==> src/rtl/hbs_pkg.sv <==
// Shared types for the burst host bus slave.
package hbs_pkg;
    typedef enum logic [2:0] {
        ST_IDLE    = 3'd0,
        ST_WR      = 3'd1,
        ST_WR_HOLD = 3'd2,
        ST_RD      = 3'd3,
        ST_RD_HOLD = 3'd4
    } hbs_state_e;

    typedef enum logic [1:0] {
        TGT_DATA = 2'd0,
        TGT_KEY  = 2'd1,
        TGT_CTRL = 2'd2,
        TGT_NONE = 2'd3
    } hbs_tgt_e;
endpackage

==> src/rtl/hbs_ctrl.sv <==
// Burst sequencer. It opens write and read bursts, counts words and paces read
// words with one idle cycle between them.
// Assumes: request strobes are sampled only with the burst flag high; busy is registered.
module hbs_ctrl
    import hbs_pkg::*;
#(
    parameter int DW      = 32,
    parameter int WORDS   = 4,
    parameter int SEL_LSB = 4,
    localparam int IW     = (WORDS > 1) ? $clog2(WORDS) : 1,
    localparam int CW     = $clog2(WORDS) + 1
) (
    input  logic          clk,
    input  logic          rst_n,
    input  logic          burst_i,
    input  logic          rnw_i,
    input  logic          req_i,
    input  logic [DW-1:0] ad_i,
    input  logic          busy_i,
    output hbs_tgt_e      tgt_o,
    output logic          take_o,
    output logic          last_o,
    output logic [IW-1:0] idx_o,
    output logic          fire_o
);
    hbs_state_e     state_q;
    logic [CW-1:0]  cnt_q;
    logic           gap_q;
    hbs_tgt_e       tgt_q;
    logic           open_w;

    // Burst open: request with burst flag while the cipher is idle.
    assign open_w = (state_q == ST_IDLE) && req_i && burst_i && !busy_i;

    // Word capture and read fire strobes.
    always_comb begin
        take_o = (state_q == ST_WR) && burst_i && req_i;
        last_o = take_o && (cnt_q == CW'(WORDS - 1));
        fire_o = (state_q == ST_RD) && req_i && !gap_q && (cnt_q < CW'(WORDS));
        idx_o  = cnt_q[IW-1:0];
        tgt_o  = tgt_q;
    end

    // Target select captured from the address item.
    always_ff @(posedge clk) begin
        if (!rst_n)
            tgt_q <= TGT_DATA;
        else if (open_w)
            tgt_q <= hbs_tgt_e'(ad_i[SEL_LSB +: 2]);
    end

    // Burst state machine with word counter and read pacing.
    always_ff @(posedge clk) begin
        if (!rst_n) begin
            state_q <= ST_IDLE;
            cnt_q   <= '0;
            gap_q   <= 1'b0;
        end else begin
            case (state_q)
                ST_IDLE: begin
                    if (open_w) begin
                        cnt_q   <= '0;
                        gap_q   <= 1'b0;
                        state_q <= rnw_i ? ST_RD : ST_WR;
                    end
                end
                ST_WR: begin
                    if (!burst_i) begin
                        state_q <= ST_IDLE;
                    end else if (req_i) begin
                        cnt_q <= cnt_q + 1'b1;
                        if (cnt_q == CW'(WORDS - 1))
                            state_q <= ST_WR_HOLD;
                    end
                end
                ST_WR_HOLD: begin
                    if (!burst_i)
                        state_q <= ST_IDLE;
                end
                ST_RD: begin
                    if (!req_i) begin
                        state_q <= ST_IDLE;
                    end else if (!gap_q) begin
                        cnt_q <= cnt_q + 1'b1;
                        gap_q <= 1'b1;
                    end else begin
                        gap_q <= 1'b0;
                        if (cnt_q == CW'(WORDS))
                            state_q <= ST_RD_HOLD;
                    end
                end
                ST_RD_HOLD: begin
                    if (!req_i)
                        state_q <= ST_IDLE;
                end
                default: state_q <= ST_IDLE;
            endcase
        end
    end
endmodule

==> src/rtl/hbs_wr_stage.sv <==
// Write staging. It holds the first WORDS-1 words of a write burst. The final
// word bypasses staging so the full block is ready on the commit edge.
// Assumes: a new burst rewrites slots from index 0 before the next commit.
module hbs_wr_stage #(
    parameter int DW    = 32,
    parameter int WORDS = 4,
    localparam int IW   = (WORDS > 1) ? $clog2(WORDS) : 1,
    localparam int BW   = DW * WORDS
) (
    input  logic          clk,
    input  logic          rst_n,
    input  logic          take_i,
    input  logic [IW-1:0] idx_i,
    input  logic [DW-1:0] ad_i,
    output logic [BW-1:0] block_o
);
    genvar g;
    generate
        for (g = 0; g < WORDS - 1; g++) begin : g_slot
            logic [DW-1:0] word_q;
            // Capture this slot when its index is strobed.
            always_ff @(posedge clk) begin
                if (!rst_n)
                    word_q <= '0;
                else if (take_i && (idx_i == IW'(g)))
                    word_q <= ad_i;
            end
            assign block_o[g*DW +: DW] = word_q;
        end
    endgenerate

    assign block_o[(WORDS-1)*DW +: DW] = ad_i;
endmodule

==> src/rtl/hbs_regs.sv <==
// Target registers, busy flag and result capture.
// Assumes: commits happen only while busy is low.
module hbs_regs
    import hbs_pkg::*;
#(
    parameter int BW = 128
) (
    input  logic          clk,
    input  logic          rst_n,
    input  logic          commit_i,
    input  hbs_tgt_e      tgt_i,
    input  logic [BW-1:0] block_i,
    input  logic          done_i,
    input  logic [BW-1:0] result_i,
    output logic [BW-1:0] data_o,
    output logic [BW-1:0] key_o,
    output logic [BW-1:0] ctrl_o,
    output logic [BW-1:0] res_o,
    output logic          busy_o,
    output logic          start_o
);
    logic start_w;
    assign start_w = commit_i && (tgt_i == TGT_DATA);

    // Commit the gathered block into the selected target.
    always_ff @(posedge clk) begin
        if (!rst_n) begin
            data_o <= '0;
            key_o  <= '0;
            ctrl_o <= '0;
        end else if (commit_i) begin
            case (tgt_i)
                TGT_DATA: data_o <= block_i;
                TGT_KEY:  key_o  <= block_i;
                TGT_CTRL: ctrl_o <= block_i;
                default:  ;
            endcase
        end
    end

    // Start pulse and busy flag around one cipher operation.
    always_ff @(posedge clk) begin
        if (!rst_n) begin
            busy_o  <= 1'b0;
            start_o <= 1'b0;
        end else begin
            start_o <= start_w;
            if (start_w)
                busy_o <= 1'b1;
            else if (busy_o && done_i)
                busy_o <= 1'b0;
        end
    end

    // Result capture on cipher completion.
    always_ff @(posedge clk) begin
        if (!rst_n)
            res_o <= '0;
        else if (busy_o && done_i)
            res_o <= result_i;
    end
endmodule

==> src/rtl/hbs_rd_port.sv <==
// Read serializer. It selects the target block and word and registers the
// acknowledge, output enable and bus data.
// Assumes: target registers are stable during a read burst.
module hbs_rd_port
    import hbs_pkg::*;
#(
    parameter int DW    = 32,
    parameter int WORDS = 4,
    localparam int IW   = (WORDS > 1) ? $clog2(WORDS) : 1,
    localparam int BW   = DW * WORDS
) (
    input  logic          clk,
    input  logic          rst_n,
    input  logic          fire_i,
    input  logic [IW-1:0] idx_i,
    input  hbs_tgt_e      tgt_i,
    input  logic [BW-1:0] res_i,
    input  logic [BW-1:0] key_i,
    input  logic [BW-1:0] ctrl_i,
    output logic          ack_o,
    output logic          oe_o,
    output logic [DW-1:0] ad_o
);
    logic [BW-1:0] blk_w;
    logic [DW-1:0] word_w;

    // Block select by target.
    always_comb begin
        case (tgt_i)
            TGT_DATA: blk_w = res_i;
            TGT_KEY:  blk_w = key_i;
            TGT_CTRL: blk_w = ctrl_i;
            default:  blk_w = '0;
        endcase
        word_w = blk_w[idx_i*DW +: DW];
    end

    // Registered bus drive, gated to zero outside data phases.
    always_ff @(posedge clk) begin
        if (!rst_n) begin
            ack_o <= 1'b0;
            oe_o  <= 1'b0;
            ad_o  <= '0;
        end else begin
            ack_o <= fire_i;
            oe_o  <= fire_i;
            ad_o  <= fire_i ? word_w : '0;
        end
    end
endmodule

==> src/rtl/host_burst_slave.sv <==
// Burst host bus slave top. It joins the sequencer, write staging, target
// registers and read serializer.
// Assumes: the bus is split into input, output and output enable at this level.
module host_burst_slave
    import hbs_pkg::*;
#(
    parameter int DW      = 32,
    parameter int WORDS   = 4,
    parameter int SEL_LSB = 4,
    localparam int BW     = DW * WORDS,
    localparam int IW     = (WORDS > 1) ? $clog2(WORDS) : 1
) (
    input  logic          clk,
    input  logic          rst_n,
    input  logic          bus_burst,
    input  logic          bus_rnw,
    input  logic          bus_req,
    input  logic [DW-1:0] bus_ad_in,
    output logic [DW-1:0] bus_ad_out,
    output logic          bus_ad_oe,
    output logic          bus_ack,
    output logic          bus_busy,
    output logic [BW-1:0] cph_data,
    output logic [BW-1:0] cph_key,
    output logic          cph_mode,
    output logic          cph_start,
    input  logic          cph_done,
    input  logic [BW-1:0] cph_result
);
    hbs_tgt_e      tgt_w;
    logic          take_w, last_w, fire_w;
    logic [IW-1:0] idx_w;
    logic [BW-1:0] block_w, ctrl_w, res_w;

    hbs_ctrl #(.DW(DW), .WORDS(WORDS), .SEL_LSB(SEL_LSB)) u_ctrl (
        .clk(clk), .rst_n(rst_n), .burst_i(bus_burst), .rnw_i(bus_rnw),
        .req_i(bus_req), .ad_i(bus_ad_in), .busy_i(bus_busy),
        .tgt_o(tgt_w), .take_o(take_w), .last_o(last_w), .idx_o(idx_w),
        .fire_o(fire_w)
    );

    hbs_wr_stage #(.DW(DW), .WORDS(WORDS)) u_stage (
        .clk(clk), .rst_n(rst_n), .take_i(take_w), .idx_i(idx_w),
        .ad_i(bus_ad_in), .block_o(block_w)
    );

    hbs_regs #(.BW(BW)) u_regs (
        .clk(clk), .rst_n(rst_n), .commit_i(last_w), .tgt_i(tgt_w),
        .block_i(block_w), .done_i(cph_done), .result_i(cph_result),
        .data_o(cph_data), .key_o(cph_key), .ctrl_o(ctrl_w), .res_o(res_w),
        .busy_o(bus_busy), .start_o(cph_start)
    );

    hbs_rd_port #(.DW(DW), .WORDS(WORDS)) u_rd (
        .clk(clk), .rst_n(rst_n), .fire_i(fire_w), .idx_i(idx_w),
        .tgt_i(tgt_w), .res_i(res_w), .key_i(cph_key), .ctrl_i(ctrl_w),
        .ack_o(bus_ack), .oe_o(bus_ad_oe), .ad_o(bus_ad_out)
    );

    assign cph_mode = ctrl_w[0];
endmodule

==> config.mk <==
export PLATFORM = sky130hd
export DESIGN_NAME = host_burst_slave
export DESIGN_NICKNAME = d
export VERILOG_FILES = /design/src/rtl/hbs_pkg.sv /design/src/rtl/hbs_ctrl.sv /design/src/rtl/hbs_wr_stage.sv /design/src/rtl/hbs_regs.sv /design/src/rtl/hbs_rd_port.sv /design/src/rtl/host_burst_slave.sv
export SDC_FILE = /design/constraint.sdc
export NUM_CORES = 1
export LEC_CHECK = 0
export BUFFER_PORTS_ARGS = -buffer_cell sky130_fd_sc_hd__buf_2
export CELL_PAD_IN_SITES_DETAIL_PLACEMENT = 0
export CELL_PAD_IN_SITES_GLOBAL_PLACEMENT = 1
export CORE_MARGIN = 4
export CORE_UTILIZATION = 30
export DETAILED_ROUTE_END_ITERATION = 7
export GPL_TIMING_DRIVEN = 0
export HOLD_SLACK_MARGIN = 0.1
export PLACE_DENSITY_LB_ADDON = 0.1
export SLEW_MARGIN = 40
export SYNTH_ARGS = -nofsm -noshare
export SYNTH_HDL_FRONTEND = slang
export SYNTH_SLANG_ARGS = --single-unit
export TNS_END_PERCENT = 100
==> constraint.sdc <==
create_clock -name clk -period 2.65 [get_ports clk]
set_input_delay 0.1325 -clock clk [delete_from_list [all_inputs] [get_ports clk]]
set_output_delay 0.1325 -clock clk [all_outputs]
set_load 0.05 [all_outputs]
# Word level (Yosys, flattened, before mapping)
# Index checks and enable logic that the tools add are counted.
[word_totals] register_bits=652 inputBits=166 output_inout_bits=293
[classes] addsub=1 n_lt_le_gt_ge=1 eq_ne=21 shift=1 muxes=24 n_reduce_logical=29
[ops] op="$pmux 128 s3" count=1
[ops] op="$shiftx 128x8->32" count=1
[ops] op="$mux 3" count=14
[ops] op="$pmux 3 s5" count=1
[ops] op="$logic_and 1x1->1" count=14
[ops] op="$ne 2x2->1 const B" count=6
[ops] op="$eq 3x2->1 const B" count=3
[ops] op="$ne 3x3->1 const B" count=3
[ops] op="$pmux 3 s3" count=1
[ops] op="$reduce_and 2->1" count=4
[ops] op="$reduce_and 7->1" count=1
[ops] op="$eq 3x3->1 const B" count=2
[ops] op="$reduce_and 6->1" count=1
[ops] op="$mux 1" count=5
[ops] op="$eq 2x1->1 const B" count=2
[ops] op="$eq 2x2->1 const B" count=2
[ops] op="$logic_not 2->1" count=2
[ops] op="$reduce_bool 2->1" count=2
[ops] op="$add 3x1->3 const B" count=1
[ops] op="$eq 3x1->1 const B" count=1
[ops] op="$logic_not 3->1" count=1
[ops] op="$lt 3x3->1 const B" count=1
[ops] op="$ne 3x2->1 const B" count=1
[ops] op="$reduce_and 3->1" count=1
[ops] op="other kinds (5)" count=6

# Depth between registers and ports, before layout
# Gate-level depths: netlist (run 1).
[depth] depth_word=6 mapped_depth=9

# Modules after synthesis
# From an unflattened synthesis (run 1), not the netlist that was laid out.
[unflattened] cells_unflattened=2839 hier_area_um2=28566.1
[by_module_without_submodules] mod="hbs_regs" instances=1 cells_each=1973 area_each_um2=19753.9 seq_area_each_um2=10289.9
[by_module_without_submodules] mod="hbs_rd_port" instances=1 cells_each=417 area_each_um2=4330.4 seq_area_each_um2=660.6
[by_module_without_submodules] mod="hbs_wr_stage" instances=1 cells_each=381 area_each_um2=3880.0 seq_area_each_um2=1921.8
[by_module_without_submodules] mod="hbs_ctrl" instances=1 cells_each=68 area_each_um2=601.8 seq_area_each_um2=180.2

# Worst setup path before layout (run 1)
# Ideal clock, no wire load.
[synth_timing] path_type="reg2reg" start="register u_ctrl.cnt_q[1] (netlist name)" end="register u_ctrl.tgt_q[0] (netlist: u_ctrl.tgt_o[0])" setup_ns=0.072 arrival_ns=1.941 t_required_ns=2.578 slack_ns=0.637 path_stages_with_launch=10 path_buffers=2 synth_period_minus_slack_ns=2.013 path_cell_list="dfxtp_1 clkbuf_1 clkbuf_1 inv_1 ha_1 nand3_1 a22o_1 a31oi_4 nor4b_4 mux2i_1"
[synth_rtl] item="end signal: assignment" line="hbs_ctrl.sv:49" text="tgt_q <= hbs_tgt_e'(ad_i[SEL_LSB +: 2]);"
[synth_rtl] item="end: declaration" line="hbs_ctrl.sv:29" text="hbs_tgt_e tgt_q;"

# Worst setup path in the final report (run 1)
[layout_timing] start="register u_ctrl.tgt_q[1] (netlist: u_ctrl.tgt_o[1])" end="register u_rd.ad_o[27]"
[layout_between] elab_chain_len=3
[layout_lines] item="$eq 2x2->1 (tied with other cells)" line="hbs_rd_port.sv:29" text="case (tgt_i)"
[layout_lines] item="$pmux 128 s3 *" line="hbs_rd_port.sv:29"
[layout_lines] item="$shiftx 128x8->32 *" line="hbs_rd_port.sv:35" text="word_w = blk_w[idx_i*DW +: DW];"
[layout_lines] item="end signal: assignment" line="hbs_rd_port.sv:47" text="ad_o <= fire_i ? word_w : '0;"
[layout_lines] item="end: declaration" line="hbs_rd_port.sv:22" text="output logic [DW-1:0] ad_o"
# Mark *: on every way between the ends. The rest lies on a longest branch, timed or not.
# A chain may end at the register's enable or synchronous reset.

==> results.json, run 1 <==
{
  "outcome": "complete, but fails checks",
  "violations": "setup timing",
  "grt_pass1_vias": 25238,
  "syn_inst": 3299,
  "chipHeight_um": 309,
  "ctsRootBufferMaster": "clkbuf_16",
  "drt-vias-per-instance": 4.97,
  "dp.cells": 4925,
  "netlist.area_leader.share": 0.481,
  "tritoncts": "built",
  "yosysTopAreaCell": "dfxtp_1",
  "wire_per_inst_um": 25.8,
  "cts_setup_buffers": 0,
  "fillers": 9386,
  "worst_pin_slew_ns": 0.892,
  "grt-ovfl-total": 0,
  "cts_num_sinks": 652,
  "cp_data_arrival_time_ns": 3.22,
  "grt_first_pass_wirelength_um": 187000,
  "ys_warn_count": 0,
  "synth_edf_count": 0,
  "drc": 0,
  "seqPwrFrac": 0.427,
  "peakVddDrop_mv": 0.420,
  "crit_slowest_cell": "clkbuf_1",
  "design_area_mm2": 0.0352,
  "place_area_mm2": 0.0310,
  "crit_path_max_fanout": 10,
  "max_freq_ghz": 0.360,
  "fp.coreArea_mm2": 0.0891,
  "post-place-ws_ns": -0.440,
  "relSlewSlack": 0.405,
  "cp_top_family": "buffers and inverters",
  "gp_congestion": 0.860,
  "drv_cap": 0,
  "fin_setup_tns_ns": -0.226,
  "ant_nets": 0,
  "layout_common_cells": "1357 x nand2_1, 651 x dfxtp_1, 535 x buf_2",
  "grt_max_degree": 13,
  "track_usage": 0.274,
  "yosysSeqAreaShare": 0.481,
  "synthFlopType": "dfxtp_1",
  "hold_path_class": "input pin to flop",
  "ioPinCount": 459,
  "total_power_mw": 23.3,
  "post_route_cells_drive_above_1_share": 0.177,
  "slew_violations": 0,
  "finalClockSkew_ns": 0.0278,
  "required_ns": 3.09,
  "multi_input_area_mm2": 0.0128,
  "timing.final.ws_setup_ns": -0.130,
  "rsz0062_at_grt": "true",
  "cp_common_cell": "o21ai_0",
  "die-area_mm2": 0.0952,
  "synth_area_per_cell_um2": 8.22,
  "area_delta_synth_final_pct": 29.9,
  "final_cells": 5230,
  "cpPeakStageDelay_ns": 0.71,
  "holdWs_ns": 0.298,
  "switching_share": 0.267,
  "clockPowerShare": 0.467,
  "criticalPathCategory": "flop to flop",
  "clkLatencyLatePin_ns": 0.64,
  "synth.area.top_cells": "dfxtp_1 48%, nand2_1 19%, a21boi_0 14%",
  "end_kind": "flop",
  "leakagePower_nw": 12.6,
  "syn_area_mm2": 0.0271,
  "reg2reg_slack_ns": -0.13,
  "cts_made_buffers": 77,
  "crit_buf_inv": 2,
  "postLayoutCoreUtil": 0.395,
  "period_needed_ns": 2.78,
  "powerDensity_mw_per_mm2": 661,
  "start_util": 0.304,
  "setup_viol": 2,
  "period_share": 1.05,
  "crit_path_cell_trace": "buf_2 -> clkbuf_1 -> o21ai_0 -> o21ai_0 -> o22ai_2",
  "drt-total-wl_um": 135000,
  "synth.net_count": 3470,
  "path_clk_slew_ns": 0.06,
  "power_frac_comb": 0.106,
  "async_flop_share": 0,
  "rows": 109,
  "synth_cell_types": 40,
  "power.net_switching_mw": 6.22,
  "htreeDepth": 3,
  "final_nets": 4174,
  "ff_latch_area_mm2": 0.0131,
  "internal_power_mw": 17.0,
  "dr.pass1.iters": 5,
  "synth-seq-cells": 652,
  "hpwl_um": 102000,
  "vias": 25968,
  "antenna_found_initial": 6,
  "port_buffers": 457,
  "cts_buffer_depth": 3,
  "die_w_um": 309,
  "drtIter0Drc": 2045,
  "start_kind": "flop",
  "hold_viol": 0,
  "final_common_cell": "nand2_1"
}
## repair_timing
| item | 4_1_cts | 5_1_grt |
|---|---|---|
| hold buffers | 165 | 0 |
| resized for setup | 24 | 17 |
| setup endpoints to repair | 91 | 91 |
| endpoints found under the hold margin | 328 | 0 |
## cell families after synthesis
group / after synthesis / share of synthesized area
AOI/OAI and AO/OA: 845 / 0.221
buffers and inverters: 275 / 0.0488
DFF: 652 / 0.481
muxes: 133 / 0.0491
adders and majority gates: 5 / 0.00231
and+or+nand+nor: 1389 / 0.197
## cells in the mapped netlist (5+ instances only)
cell         n
a21boi_0   488
a21boi_1   122
buf_1        7
buf_2       83
buf_6       23
clkbuf_1   152
dfxtp_1    652
ha_1         5
inv_1        6
mux2i_1    133
nand2_1   1357
nor2b_1      5
o211ai_1    64
o21ai_0    129
o22ai_1     32
## state kept, by name, indices dropped and copies added (netlist names)
register,count
u_regs.key_o,128
u_rd.ack_o,1
u_regs.res_o,128
u_rd.ad_o,32
u_regs.busy_o,1
u_stage.g_slot.word_q,96
u_ctrl.tgt_o,2
u_ctrl.state_q,3
u_regs.start_o,1
u_regs.ctrl_o,128
u_regs.data_o,128
u_ctrl.gap_q,1
u_ctrl.cnt_q,3
## power by group through the flow
stage | Sequential (mW) | Clock, mW | Combinational [mW]
after CTS | 9.93 | 11.0 | 2.41
after detailed placement | 10.1 | 0 | 2.21
after global routing | 9.93 | 11.4 | 2.51
after floorplan | 10.1 | 0 | 1.15
after global placement | 10.1 | 0 | 2.22
final | 9.93 | 10.9 | 2.46
## area by class of cell
| cell class | instances | share of cell area |
|---|---|---|
| buffer | 268 | 0.0383 |
| antenna | 5 | 0.000355 |
| inverter | 6 | 0.000640 |
| clock inverter | 14 | 0.00476 |
| timing repair buffer | 626 | 0.114 |
| clock buffer | 122 | 0.0670 |
| tap | 1165 | 0.0414 |
| sequential | 652 | 0.371 |
| multi-input combinational | 2372 | 0.362 |
## worst register-to-register path: cells and delay by family, from the launching register on
kind	cells	cell delay (ns)
flip-flops	1	0.55
buffers and inverters	2	1.16
AO/OA/AOI/OAI	3	0.89
## layer usage
layer / track usage / vias up / share of wire / wire length (µm)
li1: - / 12340 / - / -
met1: 0.372 / 12667 / 0.45 / 60900
met2: 0.456 / 815 / 0.46 / 62600
met3: 0.0432 / 144 / 0.059 / 7920
met4: 0.0720 / 2 / 0.024 / 3270
met5: 0 / - / 0.000059 / 8
## path summary, 6_finish.rpt
check,end,start,cells past startpoint
worst max-delay path,u_rd.ad_o[27],u_ctrl.tgt_o[1],5
worst min-delay path,u_regs.res_o[118],cph_result[118],4
worst min register to register,u_regs.data_o[120],u_regs.data_o[120],2
worst max register to register,u_rd.ad_o[27],u_ctrl.tgt_o[1],5
Note: power is estimated with default switching activity, not from simulation.
==> inputs of run 2 (changes only) <==
Settings changed: PLACE_DENSITY set to 0.59, PLACE_DENSITY_LB_ADDON 0.1 to unset.
==> run 2 against run 1 <==
Against the previous run: the flow still finishes with violations (setup timing); non-clock buffer count is 2 lower; sequential power hardly changed; register-to-register slack better by 0.05 ns; routed wire length is 1.0% higher; hold slack better by 0.0070 ns; core utilization is 0.11 points lower; cell count hardly changed; clock skew is 0.0041 ns lower; largest cell class unchanged.
==> results.json, run 2 (same netlist as run 1, synthesis figures left out) <==
{
  "outcome": "complete, but fails checks",
  "violations": "setup timing",
  "worst_pin_slew_ns": 0.962,
  "vias": 26013,
  "rr_worst_depth": 7,
  "final_nets": 4172,
  "fin_setup_tns_ns": -0.147,
  "drv_cap": 0,
  "criticalPathCategory": "flop to flop",
  "holdPathStages": 4,
  "ctsRootBufferMaster": "clkbuf_16",
  "timing.final.ws_setup_ns": -0.0830,
  "start_kind": "flop",
  "setup_viol": 3,
  "dp.cells": 4923,
  "die-area_mm2": 0.0952,
  "internal_power_mw": 16.7,
  "switching_share": 0.267,
  "relSlewSlack": 0.352,
  "power.net_switching_mw": 6.08,
  "cp_data_arrival_time_ns": 3.20,
  "ant_nets": 0,
  "grt_pass1_vias": 24805,
  "period_share": 1.03,
  "port_buffers": 457,
  "finalClockSkew_ns": 0.0237,
  "cts_made_buffers": 77,
  "path_clk_slew_ns": 0.06,
  "post_route_cells_drive_above_1_share": 0.178,
  "gp_congestion": 0.938,
  "layout_common_cells": "1357 x nand2_1, 652 x dfxtp_1, 534 x buf_2",
  "drtIter0Drc": 2097,
  "fp.coreArea_mm2": 0.0891,
  "power_frac_comb": 0.108,
  "crit_path_max_fanout": 10,
  "drt-total-wl_um": 136000,
  "grt_first_pass_wirelength_um": 186000,
  "fillers": 9398,
  "multi_input_area_mm2": 0.0128,
  "area_delta_synth_final_pct": 29.5,
  "drc": 0,
  "period_needed_ns": 2.73,
  "leakagePower_nw": 12.6,
  "end_kind": "flop",
  "clockPowerShare": 0.457,
  "max_freq_ghz": 0.366,
  "chipHeight_um": 309,
  "worstReg2RegStart": "u_ctrl.tgt_o[0]",
  "cts_buffer_depth": 3,
  "grt-ovfl-total": 0,
  "cts_num_sinks": 652,
  "powerDensity_mw_per_mm2": 649,
  "seqPwrFrac": 0.435,
  "ioPinCount": 459,
  "dr.pass1.iters": 5,
  "drt-vias-per-instance": 4.98,
  "tritoncts": "built",
  "htreeDepth": 3,
  "holdWs_ns": 0.305,
  "r2r_end": "u_rd.ad_o[6]",
  "rows": 109,
  "die_w_um": 309,
  "slew_violations": 0,
  "final_cells": 5228,
  "start_util": 0.304,
  "ff_latch_area_mm2": 0.0131,
  "hold_path_class": "input pin to flop",
  "grt_max_degree": 15,
  "track_usage": 0.275,
  "final_common_cell": "nand2_1",
  "min_from": "cph_result[112]",
  "hold_viol": 0,
  "peakVddDrop_mv": 0.376,
  "hold_path_end": "u_regs.res_o[112]",
  "clkLatencyLatePin_ns": 0.63,
  "antenna_found_initial": 17,
  "reg2reg_slack_ns": -0.08,
  "hpwl_um": 102000,
  "wire_per_inst_um": 26.0,
  "required_ns": 3.12
}
run 2: area by class of cell:
cell class,instances,area share
flip-flops and latches,652,0.372
well taps,1165,0.0415
inverters,6,0.000641
plain buffers,268,0.0385
clock inverters,19,0.00460
multi-input cells,2372,0.365
clock buffers,113,0.0639
diodes,9,0.000641
repair buffers,624,0.114
run 2: how the worst max path moves through the flow:
stage                                  end  cells after the start       startpoint  slack (ns)
after detailed placement     u_rd.ad_o[11]                      8  u_ctrl.tgt_o[1]       -0.31
final                         u_rd.ad_o[6]                      7  u_ctrl.tgt_o[0]       -0.08
after global placement    u_regs.res_o[67]                      5    u_regs.busy_o       -0.57
after global routing       u_regs.key_o[7]                      8  u_ctrl.cnt_q[1]     -0.0008
after CTS                     u_rd.ad_o[9]                      8  u_ctrl.tgt_o[1]       0.006
after floorplan            u_ctrl.tgt_o[0]                      9  u_ctrl.cnt_q[1]        0.64
run 2: layer usage:
layer | part of all wire | track usage | vias up
met5 | 0 | 0 | -
met4 | 0.024 | 0.0722 | 0
met3 | 0.068 | 0.0463 | 158
met2 | 0.46 | 0.450 | 886
met1 | 0.45 | 0.378 | 12662
li1 | - | - | 12307
run 2: through the flow:
step                      utilization  total power, mW  setup WS (ns)  cell area, µm²
final                           0.394             22.8        -0.0830           35100
after global routing            0.394             23.4      -0.000804           35100
after detailed placement        0.347             12.3         -0.309           30900
after CTS                       0.393             22.9        0.00562           35000
after global placement          0.346             12.3         -0.575           30900
after floorplan                     -             11.3          0.637           27100
run 2: critical path, stage by stage (launching register included):
cell and delay, ns:
dfxtp_1 0.30, buf_2 0.17, buf_2 0.38, buf_2 0.49, mux2i_1 0.22, o21ai_1 0.50, o21ai_0 0.15, o22ai_1 0.37
run 2: power by group through the flow:
stage                     clock (mW)  combinational (mW)  sequential, mW
after floorplan                    0                1.15            10.1
after global placement             0                2.17            10.1
after detailed placement           0                2.18            10.1
after CTS                       10.6                2.39            9.91
after global routing            11.0                2.51            9.92
final                           10.4                2.45            9.92
run 2: repair_timing:
item	4_1_cts	5_1_grt
hold buffers	165	0
setup endpoints to repair	177	88
setup buffers	0	0
endpoints found under the hold margin	328	0
gates resized for setup	24	31
